### config.mk
export PLATFORM = sky130hd
export DESIGN_NAME = ppm_token_decoder
export DESIGN_NICKNAME = d
export VERILOG_FILES = /design/src/rtl/ppm_token_decoder.sv
export SDC_FILE = /design/constraint.sdc
export NUM_CORES = 1
export LEC_CHECK = 0
export CORE_UTILIZATION = 55
export CTS_CLUSTER_DIAMETER = 30
export DETAILED_ROUTE_END_ITERATION = 10
export GPL_TIMING_DRIVEN = 0
export PLACE_DENSITY_LB_ADDON = 0.05
export SLEW_MARGIN = 5
export SYNTH_ARGS = -nofsm -noshare
export SYNTH_HDL_FRONTEND = slang
export SYNTH_SLANG_ARGS = --single-unit
### constraint.sdc
create_clock -name clk -period 2.5 [get_ports clk]
set_clock_uncertainty 0.1 [all_clocks]
set_input_delay 0.5 -clock clk [delete_from_list [all_inputs] [get_ports clk]]
set_output_delay 0.5 -clock clk [all_outputs]
set_load 0.02 [all_outputs]
### src/rtl/ppm_token_decoder.sv
module ppm_token_decoder #(
  parameter int NUM_CH  = 6,
  parameter int LAG_CYC = 500,
  parameter int GAP_CYC = 250000
) (
  input  logic              clk,
  input  logic              rst,
  input  logic              frame_start_in,
  input  logic              pulse_in,
  output logic [NUM_CH-1:0] ch_out
);
  localparam int LW = $clog2(LAG_CYC + 1);
  localparam int GW = $clog2(GAP_CYC);

  logic [1:0]        fs_sync, pl_sync;
  logic              pl_prev;
  logic [LW-1:0]     lag_cnt;
  logic [GW-1:0]     gap_cnt;
  logic [NUM_CH-1:0] sr;
  logic              rise, strobe, gap_hit;

  assign rise    = pl_sync[1] & ~pl_prev;
  assign strobe  = (lag_cnt == LW'(1));
  assign gap_hit = !strobe && (gap_cnt == GW'(GAP_CYC - 1));
  assign ch_out  = sr;

  always_ff @(posedge clk) begin
    if (rst) begin
      fs_sync <= '0;
      pl_sync <= '0;
      pl_prev <= 1'b0;
      lag_cnt <= '0;
      gap_cnt <= '0;
      sr      <= '0;
    end else begin
      fs_sync <= {fs_sync[0], frame_start_in};
      pl_sync <= {pl_sync[0], pulse_in};
      pl_prev <= pl_sync[1];

      if (rise)                lag_cnt <= LW'(LAG_CYC);
      else if (lag_cnt != '0)  lag_cnt <= lag_cnt - LW'(1);

      if (strobe)              gap_cnt <= '0;
      else if (!gap_hit)       gap_cnt <= gap_cnt + GW'(1);

      if (strobe)              sr <= {sr[NUM_CH-2:0], fs_sync[1]};
      else if (gap_hit)        sr <= '0;
    end
  end
endmodule

* Word level (Yosys, flattened, before mapping)
Cells that the tools add are included.
** Word-level totals
- Flip-flop bits (word level) :: 38
- Input bits :: 4
- Output and inout bits :: 6
- Logic and storage cells :: 24
** Operators by class
- Equal/unequal tests :: 2
- Reduce and logical (&&, ||, !) cells :: 7
- Mux-type cells :: 4
- $add $sub $neg :: 2
- Bitwise operators :: 2
** Operator list (count)
- adder 18 x 1 -> 18 bit (second input constant) :: 1
- equality test 18 bit (second input constant) :: 1
- two-way mux 9 bit :: 2
- two-way mux 6 bit :: 2
- equality test 9 x 1 -> 1 bit (second input constant) :: 1
- nonzero test 9 bit :: 1
- subtractor 9 x 1 -> 9 bit (second input constant) :: 1
- nonzero test 2 bit :: 2
- OR reduction 2 bit :: 2
- bitwise AND 1 bit :: 1
- logical AND 1 bit :: 1
- zero test 1 bit :: 1
- NOT 1 bit :: 1

* Longest topological paths before layout
Gate-level depths: netlist (run 1).
- Depth after elaboration :: 5
- Mapped depth :: 8
- Depth with buffers taken out :: 6

* Worst setup path before layout (run 1)
OpenSTA, ideal clock, no wires.
- Path type :: register -> register
- From :: register lag_cnt[0]
- To :: register gap_cnt[16]
- Setup slack :: 600 ps
- Period minus slack after synthesis :: 1900 ps
- Setup time :: 130 ps
- Arrival time :: 1670 ps
- Cell stages (with the launch flop) :: 8
- Cell sequence :: dfxtp_1 -> ha_1 -> or4b_1 -> or3_1 -> buf_2 -> nand2_2 -> buf_6 -> a21oi_1
** Between the ends
- Word-level cells in the longest chain between the ends :: 3
** RTL lines
- from (decl) :: RTL line 17 : logic [LW-1:0] lag_cnt;
- from (signal assigned) :: RTL line 40 : if (rise) lag_cnt <= LW'(LAG_CYC);
- from (signal assigned) :: RTL line 41 : else if (lag_cnt != '0) lag_cnt <= lag_cnt - LW'(1);
- equality test 9 x 1 -> 1 bit (*) :: RTL line 23 : assign strobe = (lag_cnt == LW'(1));
- zero test 1 bit :: RTL line 24 : assign gap_hit = !strobe && (gap_cnt == GW'(GAP_CYC - 1));
- logical AND 1 bit :: RTL line 24
- to (signal assigned) :: RTL line 44 : else if (!gap_hit) gap_cnt <= gap_cnt + GW'(1);
- to (decl) :: RTL line 18 : logic [GW-1:0] gap_cnt;
Mark *: on every way between the ends. The rest lies on a longest branch, timed or not.
A chain may end at the register's enable or synchronous reset.

* Final worst setup path (run 1)
Same ends and word-level chain as after synthesis.

==> key figures, run 1 <==
Power
  • Power Internal: around 1100 uW
  • Gate power share: 0.291
  • Maximum VDD drop: about 0.00043 V
  • Sw Share: 0.336
  • Clock share of power: 0.248
  • Leakage power: ~0.00065 uW
  • Pwr dens: between 800 and 900 mW/mm2
  • NetSw: roughly 560 uW
  • Sequential share of power: 0.461

Die
  • Rows: 20
  • Initial Utilization: 0.578
  • Die area: around 0.0034 mm2
  • IO Pins: 10
  • Die width: between 50 and 60 um
  • Area of the core: 0.00303 mm2
  • Die Y: a little under 60 um

Logic synthesis
  • Mapped Area: 0.00175 mm2
  • Syn_nets: 200
  • Synthesis-stage register bit count: 38
  • Yosys warns: 0
  • Cells after synthesis: slightly below 200
  • Sequential area share after synthesis: 0.435
  • Synth cell types: 40
  • Avg Inst Size Synth: 9.07 um2

Layout
  • Most frequent cells in the layout: dfxtp_1, nand3_1, nand2_1
  • Final core occ: 0.648
  • Commonest non-fill, non-tap cell in the layout: dfxtp_1
  • Layout cells sized above 1: 0.100
  • Post-route cell area: between 0.0015 and 0.002 mm2
  • Number of diodes: 0
  • Nets: around 220
  • # fillers: roughly 260
  • Area grow syn2layout: 12.2%

Clocking
  • CTS Hold Bufs: 0
  • Postcts setup bufs: 0
  • Clock transition at path regs: 0.11 ns
  • CTS resizes: 0
  • Num CTS Buffers: 5
  • Clock Path Buffers: 2
  • H-tree levels: 2
  • Clk_lat worst skew: approximately 0.34 ns
  • CTS tree: yes
  • TritonCTS Sinks: 38
  • CTS root buffer: clkbuf_4

Run
  • Max-cap violations: 0

Critical path
  • Crit path cell chain: ha_1, or4b_1, or3_1, buf_2, nand2_2, buf_6, a21oi_1
  • CP Launch Type: flip-flop
  • CP max stage delay: between 0.4 and 0.5 ns
  • Setup crit end kind: flip-flop
  • CP Class: flip-flop to flip-flop
  • CP Data Required Time: between 2 and 3 ns
  • Crit path DAT: between 2 and 2.5 ns
  • CP Max Fanout: 10
  • Slowest cell on crit path: or4b_1

Global route
  • Initial antenna violation count: 0
  • GRT Total Usage: 0.215
  • First-pass GRT wire length: approximately 5500 um
  • Largest net degree at the start of global routing: 13
  • Number of global-route vias before repair: 1316
  • Global route overflow: 0

STA
  • Final period utilization: 0.841
  • Final Hold Viols: 0
  • Slew margin rel.: 0.397
  • Worst Max-Slew Pin Slew: 0.897 ns
  • Setup TNS: 0 ns
  • Crit path time final: about 2.1 ns
  • Worst hold slack: 0.360 ns
  • Finish-stage setup viols: 0
  • Unrepaired setup endpoints after global routing: no
  • F_max: approximately 480 MHz
  • Max-slew violations: 0

Drt
  • Drt wl/cell: approximately 13 um
  • Via density: roughly 5.7
  • Pre-antenna DRT Iters: 4
  • First DRT Iteration DRCs: 99
  • DR vias: approximately 1400
  • Number of remaining DRC errors: 0
  • Post-route ant nets: 0
  • Total routed wirelength: 3310 um

Hold path
  • Min-delay worst type: flip-flop to flip-flop

Place
  • Buffers on Ports: 8
  • RD Place Congestion: 0.859
  • Placed cell area: 0.00189 mm2
  • Post-DP HPWL: 2370 um

Outcome
  • Status: complete, no violations
==> path summary, 6_finish.rpt <==
path / startpoint / endpoint / slack (ns) / cells past startpoint
worst min-delay path: fs_sync[0]$_SDFF_PP0_ / fs_sync[1]$_SDFF_PP0_ / 0.36 / 1
worst max-delay path: lag_cnt[0]$_SDFFE_PP0P_ / gap_cnt[16]$_SDFFE_PP0N_ / 0.40 / 7
worst min register to register: fs_sync[0]$_SDFF_PP0_ / fs_sync[1]$_SDFF_PP0_ / 0.36 / 1
worst max register to register: lag_cnt[0]$_SDFFE_PP0P_ / gap_cnt[16]$_SDFFE_PP0N_ / 0.40 / 7
==> final cells by class <==
cell class | count | area, um2 | area share
multi-input cells | 138 | 910 | 0.463
flip-flops and latches | 38 | 761 | 0.388
repair buffers | 8 | 80.1 | 0.0408
well taps | 44 | 55.1 | 0.0280
inverters | 12 | 45.0 | 0.0229
clock inverters | 3 | 40.0 | 0.0204
clock buffers | 5 | 37.5 | 0.0191
plain buffers | 5 | 35.0 | 0.0178
==> Yosys cell counts, drive strengths merged <==
cell     instances  area (um2)
xor2             4        35.0
nand4            4        31.3
or4              3        22.5
or4b             2        20.0
nor3b            1        7.51
buf              3        27.5
nand3b           2        15.0
dfxtp           38         761
nor2b            6        37.5
clkinv           1        3.75
nand3           16        80.1
nor3             6        30.0
or3              8        50.1
a31oi            5        31.3
a211oi           2        15.0
and2             1        6.26
a2111oi          1        8.76
o32ai            6        97.6
xnor2            6        52.6
o31ai            4        30.0
ha               3        37.5
a21oi           12        60.1
nand2           15        58.8
nor4b            1        8.76
mux2i            1        10.0
o41ai            1        8.76
inv             11        41.3
nor4             2        12.5
and4             2        17.5
o21ai            4        20.0
nand2b           3        18.8
clkbuf           2        7.51
a22oi            1        7.51
nor2            13        56.3
o31a             1        10.0
and3             2        12.5
==> per-layer routing <==
layer / GRT usage / wire (um)
met4: 0.109 / 79
met1: 0.226 / 1420
met2: 0.386 / 1670
met3: 0.0659 / 140
met5: 0 / 0
==> power groups by stage <==
stage	combinational, uW	clock, uW	sequential, uW
detailed placement	471	0	776
floorplan	393	0	756
CTS	480	422	764
finish	483	410	764
global placement	462	0	770
global route	543	446	776
==> stage by stage <==
stage	std cells	total power [uW]	setup slack (ns)
after global routing	253	1760	0.286
after floorplan	193	1150	0.600
after global placement	245	1230	0.431
final	253	1660	0.397
after CTS	253	1670	0.397
after detailed placement	245	1250	0.417
==> logic make-up (layout without fill, tap and decap cells) <==
group / after synthesis / in the layout / synth area share
buffers and inverters: 17 / 33 / 0.0457
xor gates and xnor gates: 10 / 10 / 0.0500
muxes: 1 / 1 / 0.00572
adders and majority gates: 3 / 3 / 0.0214
AOI/OAI and AO/OA: 37 / 37 / 0.165
and+or+nand+nor: 87 / 87 / 0.277
DFF: 38 / 38 / 0.435
==> critical path: cells and delay by family, from the launching register on <==
kind	cells	cell delay, ns
buf+inv	2	0.33
flops	1	0.41
compound gates	1	0.05
fa+ha+maj	1	0.16
simple gates	3	0.95
==> flip-flops by register name, indices dropped and copies added, names as in the netlist <==
signal	flops
lag_cnt	9
ch_out	6
gap_cnt	18
pl_prev	1
fs_sync	2
pl_sync	2
Note: power is estimated with default switching activity, not from simulation.
==> inputs of run 2 (changes only) <==
--- a/config.mk
+++ b/config.mk
@@ -5,7 +5,7 @@
 export SDC_FILE = /design/constraint.sdc
 export NUM_CORES = 1
 export LEC_CHECK = 0
-export CORE_UTILIZATION = 55
+export CORE_UTILIZATION = 52
 export CTS_CLUSTER_DIAMETER = 30
 export DETAILED_ROUTE_END_ITERATION = 10
 export GPL_TIMING_DRIVEN = 0
==> constraint.sdc (replaced) <==
create_clock -name clk -period 1.9 [get_ports clk]
set_clock_uncertainty 0.1 [all_clocks]
set_input_delay 0.38 -clock clk [delete_from_list [all_inputs] [get_ports clk]]
set_output_delay 0.38 -clock clk [all_outputs]
set_load 0.02 [all_outputs]
==> run 2 against run 1 <==
Net effect: sequential cell count stayed put; the flow now finishes with violations (negative setup slack); first-iteration DRC count is 21% higher; die area is 5.6% higher; highest routed layer unchanged.
==> key figures, run 2 (synthesis results as in run 1) <==
Critical path
  • CP Launch Type: flip-flop (unchanged)
  • CP Data Required Time: 2.04 ns (was 2.63 ns)
  • Reg2Reg Launch Point: lag_cnt[1]$_SDFFE_PP0P_ (was lag_cnt[0]$_SDFFE_PP0P_)
  • Crit path DAT: 2.10 ns (was 2.23 ns)
  • Slowest cell on crit path: or4b_4 (was or4b_1)
  • CP Class: flip-flop to flip-flop (unchanged)
  • CP max stage delay: 0.45 ns (was 0.46 ns)
  • Crit path cell chain: inv_2, ha_4, or4b_4, or3_4, buf_16, nand3_4, o32ai_4 (was ha_1, or4b_1, or3_1, buf_2, nand2_2, buf_6, a21oi_1)
  • Worst Setup SP: lag_cnt[1]$_SDFFE_PP0P_ (was lag_cnt[0]$_SDFFE_PP0P_)
  • Setup crit end kind: flip-flop (unchanged)
  • CP Max Fanout: 5 (was 10)

Clocking
  • Clock Path Buffers: 2 (unchanged)
  • H-tree levels: 2 (unchanged)
  • CTS root buffer: clkbuf_4 (unchanged)
  • CTS tree: yes (unchanged)
  • Clk_lat worst skew: 0.37 ns (was 0.34 ns)
  • Clock transition at path regs: 0.12 ns (was 0.11 ns)
  • TritonCTS Sinks: 38 (unchanged)
  • Num CTS Buffers: 5 (unchanged)

Place
  • Buffers on Ports: 8 (unchanged)
  • Post-DP HPWL: 2440 um (was 2370 um)
  • Place WS: -0.191 ns (was 0.417 ns)
  • RD Place Congestion: 0.841 (was 0.859)

Hold path
  • HP Start: rst (was fs_sync[0]$_SDFF_PP0_)
  • Min-delay worst type: primary input to flip-flop (was flip-flop to flip-flop)

Global route
  • Global route overflow: 0 (unchanged)
  • First-pass GRT wire length: 6220 um (was 5530 um)
  • Largest net degree at the start of global routing: 12 (was 13)
  • Number of global-route vias before repair: 1430 (was 1316)
  • GRT Total Usage: 0.239 (was 0.215)
  • Initial antenna violation count: 0 (unchanged)

STA
  • Worst hold slack: 0.275 ns (was 0.360 ns)
  • Max-slew violations: 0 (unchanged)
  • Worst Max-Slew Pin Slew: 0.637 ns (was 0.897 ns)
  • Unrepaired setup endpoints after global routing: yes (was no)
  • Final period utilization: 1.03 (was 0.841)
  • Final Hold Viols: 0 (unchanged)
  • F_max: 511 MHz (was 476 MHz)
  • Crit path time final: 1.96 ns (was 2.10 ns)
  • Slew margin rel.: 0.575 (was 0.397)
  • Final worst slack: -0.0559 ns (was 0.397 ns)
  • Finish-stage setup viols: 12 (was 0)

Layout
  • Commonest non-fill, non-tap cell in the layout: dfxtp_1 (unchanged)
  • Area grow syn2layout: 23.8% (was 12.2%)
  • Nets: 221 (was 215)
  • # fillers: 253 (was 264)
  • Layout cells sized above 1: 0.200 (was 0.100)
  • Most flops, register: gap_cnt (unchanged)
  • Max FFs per register: 18 (unchanged)
  • Most frequent cells in the layout: dfxtp_1, nand2_1, a21oi_1 (was dfxtp_1, nand3_1, nand2_1)
  • Number of diodes: 0 (unchanged)

Die
  • Rows: 20 (unchanged)
  • Area of the core: 0.00313 mm2 (was 0.00303 mm2)
  • Die area: 0.00360 mm2 (was 0.00341 mm2)
  • Die Y: 60.0 um (was 58.4 um)
  • IO Pins: 10 (unchanged)
  • Die width: 60.0 um (was 58.4 um)
  • Initial Utilization: 0.560 (was 0.578)

Power
  • Leakage power: 0.000739 uW (was 0.000652 uW)
  • Pwr Total: 2420 uW (was 1660 uW)
  • Pwr dens: 1120 mW/mm2 (was 844 mW/mm2)
  • Maximum VDD drop: 0.000925 V (was 0.000429 V)

Drt
  • Post-route ant nets: 0 (unchanged)
  • Pre-antenna DRT Iters: 4 (unchanged)
  • DR vias: 1499 (was 1444)
  • Drt wl/cell: 14.4 um (was 13.1 um)
  • Number of remaining DRC errors: 0 (unchanged)
  • Total routed wirelength: 3730 um (was 3310 um)
  • First DRT Iteration DRCs: 120 (was 99)
  • Via density: 5.79 (was 5.71)

Outcome
  • Failing checks: negative setup slack
  • Status: finished with violations (was complete, no violations)

Run
  • Max-cap violations: 0 (unchanged)
-- run 2: layer usage --
layer / vias up / global-route usage / wire (um)
met2: 36 / 0.378 / 1770
met3: 7 / 0.0541 / 200
met5: - / 0 / 0
met4: 0 / 0.146 / 55
met1: 712 / 0.294 / 1710
li1: 744 / - / -
-- run 2: report_power, final --
group | internal (uW) | total (uW) | leakage (uW) | switching [uW]
clock network | 279 | 554 | 0.0000395 | 275
logic | 410 | 838 | 0.000389 | 428
registers | 904 | 1030 | 0.000311 | 129
total | 1590 | 2420 | 0.000739 | 832
-- run 2: path summary, 6_finish.rpt --
kind,to,slack [ns],depth (start not counted)
hold reg to reg,fs_sync[1]$_SDFF_PP0_,0.36,1
setup / recovery,ch_out[3]$_SDFFE_PP0P_,-0.06,7
setup reg to reg,ch_out[3]$_SDFFE_PP0P_,-0.06,7
hold / removal,pl_sync[0]$_SDFF_PP0_,0.28,2
-- run 2: area by class of cell --
class / count / area, um2 / area share
multi-input cells: 138 / 1030 / 0.474
flip-flops and latches: 38 / 766 / 0.353
inverters: 12 / 45.0 / 0.0208
clock buffers: 7 / 45.0 / 0.0208
plain buffers: 4 / 33.8 / 0.0156
repair buffers: 15 / 165 / 0.0762
clock inverters: 1 / 30.0 / 0.0139
well taps: 44 / 55.1 / 0.0254
-- run 2: what timing repair did --
action,in CTS,in global routing
hold buffers,0,0
setup endpoints to repair,24,25
gates cloned,2,0
setup buffers,5,0
pin swaps,1,2
gates resized for setup,27,8
-- run 2: critical path, delay by kind of cell (launching register included) --
kind | cells | cell delay (ns)
AOI/OAI and AO/OA | 1 | 0.09
adders and majority gates | 1 | 0.11
buffers and inverters | 2 | 0.24
DFF | 1 | 0.34
and+or+nand+nor | 3 | 0.96
-- run 2: per-stage QoR --
| stage | std cells | area, um2 | utilization | setup TNS, ns |
|---|---|---|---|---|
| 4_1_cts | 260 | 2140 | 0.683 | -0.808 |
| 6_report | 259 | 2170 | 0.693 | -0.283 |
| 3_3_place_gp | 245 | 1890 | 0.603 | -2.82 |
| 2_1_floorplan | 193 | 1750 | - | -0.000231 |
| 3_5_place_dp | 245 | 1890 | 0.603 | -3.17 |
| 5_1_grt | 259 | 2170 | 0.693 | -1.25 |
==> inputs of run 3 (changes only) <==
--- a/config.mk
+++ b/config.mk
@@ -9,7 +9,7 @@
 export CTS_CLUSTER_DIAMETER = 30
 export DETAILED_ROUTE_END_ITERATION = 10
 export GPL_TIMING_DRIVEN = 0
-export PLACE_DENSITY_LB_ADDON = 0.05
+export PLACE_DENSITY = 0.85
 export SLEW_MARGIN = 5
 export SYNTH_ARGS = -nofsm -noshare
 export SYNTH_HDL_FRONTEND = slang
==> run 3 against run 2 <==
Net effect: global-route usage down 0.83 points; critical path type unchanged; first-iteration DRC count down 57%; sequential share of layout area down 1.4 points; combinational power up 22%; fmax about the same; cell count up 2.3%; setup slack worse by 0.0012 ns; non-clock buffer count up 6; register-to-register slack about the same; largest cell class unchanged; core utilization up 2.8 points; the flow still finishes with violations (negative setup slack).
==> key figures, run 3 (synthesis results as in run 1) <==
Place
  • Placed cell area: 0.00189 mm2 (unchanged)
  • RD Place Congestion: 0.806 (was 0.841)
  • Buffers on Ports: 8 (unchanged)
  • Post-DP HPWL: 2300 um (was 2440 um)

Clocking
  • Num CTS Buffers: 5 (unchanged)
  • CTS tree: yes (unchanged)
  • CTS Hold Bufs: 0 (unchanged)
  • H-tree levels: 2 (unchanged)
  • TritonCTS Sinks: 38 (unchanged)
  • CTS root buffer: clkbuf_4 (unchanged)
  • Clk_lat worst skew: 0.33 ns (was 0.37 ns)
  • Clock transition at path regs: 0.11 ns (was 0.12 ns)
  • Clock Path Buffers: 2 (unchanged)

Drt
  • Via density: 5.81 (was 5.79)
  • Total routed wirelength: 3890 um (was 3730 um)
  • Number of remaining DRC errors: 0 (unchanged)
  • Drt wl/cell: 14.7 um (was 14.4 um)
  • Post-route ant nets: 0 (unchanged)
  • Pre-antenna DRT Iters: 4 (unchanged)
  • First DRT Iteration DRCs: 52 (was 120)
  • DR vias: 1539 (was 1499)

Run
  • Max-cap violations: 0 (unchanged)

Outcome
  • Failing checks: negative setup slack (unchanged)
  • Status: finished with violations (unchanged)

Layout
  • Post-route cell area: 0.00225 mm2 (was 0.00217 mm2)
  • Layout cells sized above 1: 0.299 (was 0.200)
  • Max FFs per register: 18 (unchanged)
  • Most frequent cells in the layout: dfxtp_1, nand2_1, inv_1 (was dfxtp_1, nand2_1, a21oi_1)
  • Commonest non-fill, non-tap cell in the layout: dfxtp_1 (unchanged)
  • Most flops, register: gap_cnt (unchanged)
  • Area grow syn2layout: 28.8% (was 23.8%)
  • Nets: 227 (was 221)
  • Number of diodes: 0 (unchanged)
  • # fillers: 236 (was 253)

Die
  • Die width: 60.0 um (unchanged)
  • Die area: 0.00360 mm2 (unchanged)
  • Initial Utilization: 0.560 (unchanged)
  • Die Y: 60.0 um (unchanged)
  • Area of the core: 0.00313 mm2 (unchanged)
  • Rows: 20 (unchanged)
  • IO Pins: 10 (unchanged)

Critical path
  • CP Class: flip-flop to flip-flop (unchanged)
  • Reg2Reg Launch Point: lag_cnt[1]$_SDFFE_PP0P_ (unchanged)
  • CP Max Fanout: 5 (unchanged)
  • FF-to-FF setup slack: -0.06 ns (about the same)
  • Crit path DAT: 2.07 ns (was 2.10 ns)
  • Worst Reg-to-Reg Cells: 7 (unchanged)
  • Crit path cell chain: inv_2, ha_4, or4b_4, or3_4, buf_8, nand3_2, o32ai_2 (was inv_2, ha_4, or4b_4, or3_4, buf_16, nand3_4, o32ai_4)
  • CP Launch Type: flip-flop (unchanged)
  • CP Data Required Time: 2.01 ns (was 2.04 ns)
  • Worst reg2reg path endpoint: ch_out[4]$_SDFFE_PP0P_ (was ch_out[3]$_SDFFE_PP0P_)
  • Slowest cell on crit path: or4b_4 (unchanged)
  • Setup crit end kind: flip-flop (unchanged)
  • CP max stage delay: 0.46 ns (was 0.45 ns)

Global route
  • Initial antenna violation count: 0 (unchanged)
  • First-pass GRT wire length: 6160 um (was 6220 um)
  • Number of global-route vias before repair: 1379 (was 1430)
  • Largest net degree at the start of global routing: 12 (unchanged)
  • GRT Total Usage: 0.231 (was 0.239)
  • Global route overflow: 0 (unchanged)

Hold path
  • HP Start: rst (unchanged)
  • Hold EP: pl_sync[0]$_SDFF_PP0_ (unchanged)
  • Hold Crit Depth: 2 (unchanged)
  • Min-delay worst type: primary input to flip-flop (unchanged)

STA
  • Worst Max-Slew Pin Slew: 0.607 ns (was 0.637 ns)
  • Final period utilization: 1.03 (about the same)
  • Max-slew violations: 0 (unchanged)
  • Crit path time final: 1.96 ns (about the same)
  • Final worst slack: -0.0572 ns (was -0.0559 ns)
  • Unrepaired setup endpoints after global routing: yes (unchanged)
  • Setup TNS: -0.614 ns (was -0.283 ns)
  • Finish-stage setup viols: 19 (was 12)
  • Slew margin rel.: 0.592 (was 0.575)
  • F_max: 511 MHz (about the same)
  • Final Hold Viols: 0 (unchanged)

Power
  • Leakage power: 0.000734 uW (was 0.000739 uW)
  • Pwr dens: 1110 mW/mm2 (was 1120 mW/mm2)
  • Maximum VDD drop: 0.000740 V (was 0.000925 V)
[run 3: changes by cell type in the layout (fill, tap and decap cells not counted), moves of 3 or more]
cell / previous run / this run
buf_4: 4 / 7
nor2_1: 11 / 7
a21oi_2: 0 / 6
a21oi_1: 12 / 6
nor2_2: 1 / 4
[run 3: timing repair]
| action | CTS | global route |
|---|---|---|
| setup buffers | 10 | 2 |
| endpoints found under the hold margin | 0 | 0 |
| setup endpoints to repair | 23 | 29 |
| pin swaps | 7 | 5 |
| resized for setup | 37 | 16 |
| cloned | 2 | 0 |
[run 3: worst max-delay path, delay by kind of cell, from the launching register on]
| family | cells | cell delay (ns) |
|---|---|---|
| fa+ha+maj | 1 | 0.11 |
| compound gates | 1 | 0.09 |
| simple gates | 3 | 0.97 |
| buf+inv | 2 | 0.24 |
| flops | 1 | 0.34 |
[run 3: layout make-up]
type,count,area [um2],area share
inverter,12,45.0,0.0200
timing repair buffer,21,216,0.0960
tap,44,55.1,0.0244
buffer,4,37.5,0.0166
sequential,38,766,0.340
multi-input combinational,138,1070,0.477
clock inverter,1,5.00,0.00222
clock buffer,7,55.1,0.0244
[run 3: metal layers]
metal / wire length, um / up-vias / track usage
met5: 0 / - / 0
met4: 46 / 0 / 0.0731
met3: 141 / 6 / 0.0671
met2: 1910 / 34 / 0.363
met1: 1790 / 732 / 0.303
li1: - / 767 / -
[run 3: worst max path at each step]
stage	startpoint	endpoint	slack, ns
4_1_cts	lag_cnt[1]$_SDFFE_PP0P_	gap_cnt[16]$_SDFFE_PP0N_	-0.09
3_5_place_dp	lag_cnt[0]$_SDFFE_PP0P_	gap_cnt[16]$_SDFFE_PP0N_	-0.21
6_report	lag_cnt[1]$_SDFFE_PP0P_	ch_out[4]$_SDFFE_PP0P_	-0.06
5_1_grt	lag_cnt[1]$_SDFFE_PP0P_	gap_cnt[16]$_SDFFE_PP0N_	-0.12
3_3_place_gp	lag_cnt[0]$_SDFFE_PP0P_	gap_cnt[16]$_SDFFE_PP0N_	-0.21
2_1_floorplan	lag_cnt[0]$_SDFFE_PP0P_	gap_cnt[16]$_SDFFE_PP0N_	-0.0002
[run 3: power breakdown]
part / total (uW) / internal, uW / switching [uW]
Sequential: 1040 / 904 / 135
Clock: 438 / 180 / 258
Combinational: 1020 / 538 / 486
[run 3: stage by stage]
| step | cells | util | hold slack [ns] | power, uW | worst slack (ns) |
|---|---|---|---|---|---|
| global placement | 245 | 0.603 | 0.317 | 1620 | -0.215 |
| CTS | 265 | 0.701 | 0.308 | 2350 | -0.0879 |
| global route | 265 | 0.721 | 0.319 | 2640 | -0.116 |
| floorplan | 193 | - | 0.314 | 1510 | -0.000231 |
| detailed placement | 245 | 0.603 | 0.328 | 1640 | -0.213 |
| finish | 265 | 0.721 | 0.303 | 2500 | -0.0572 |
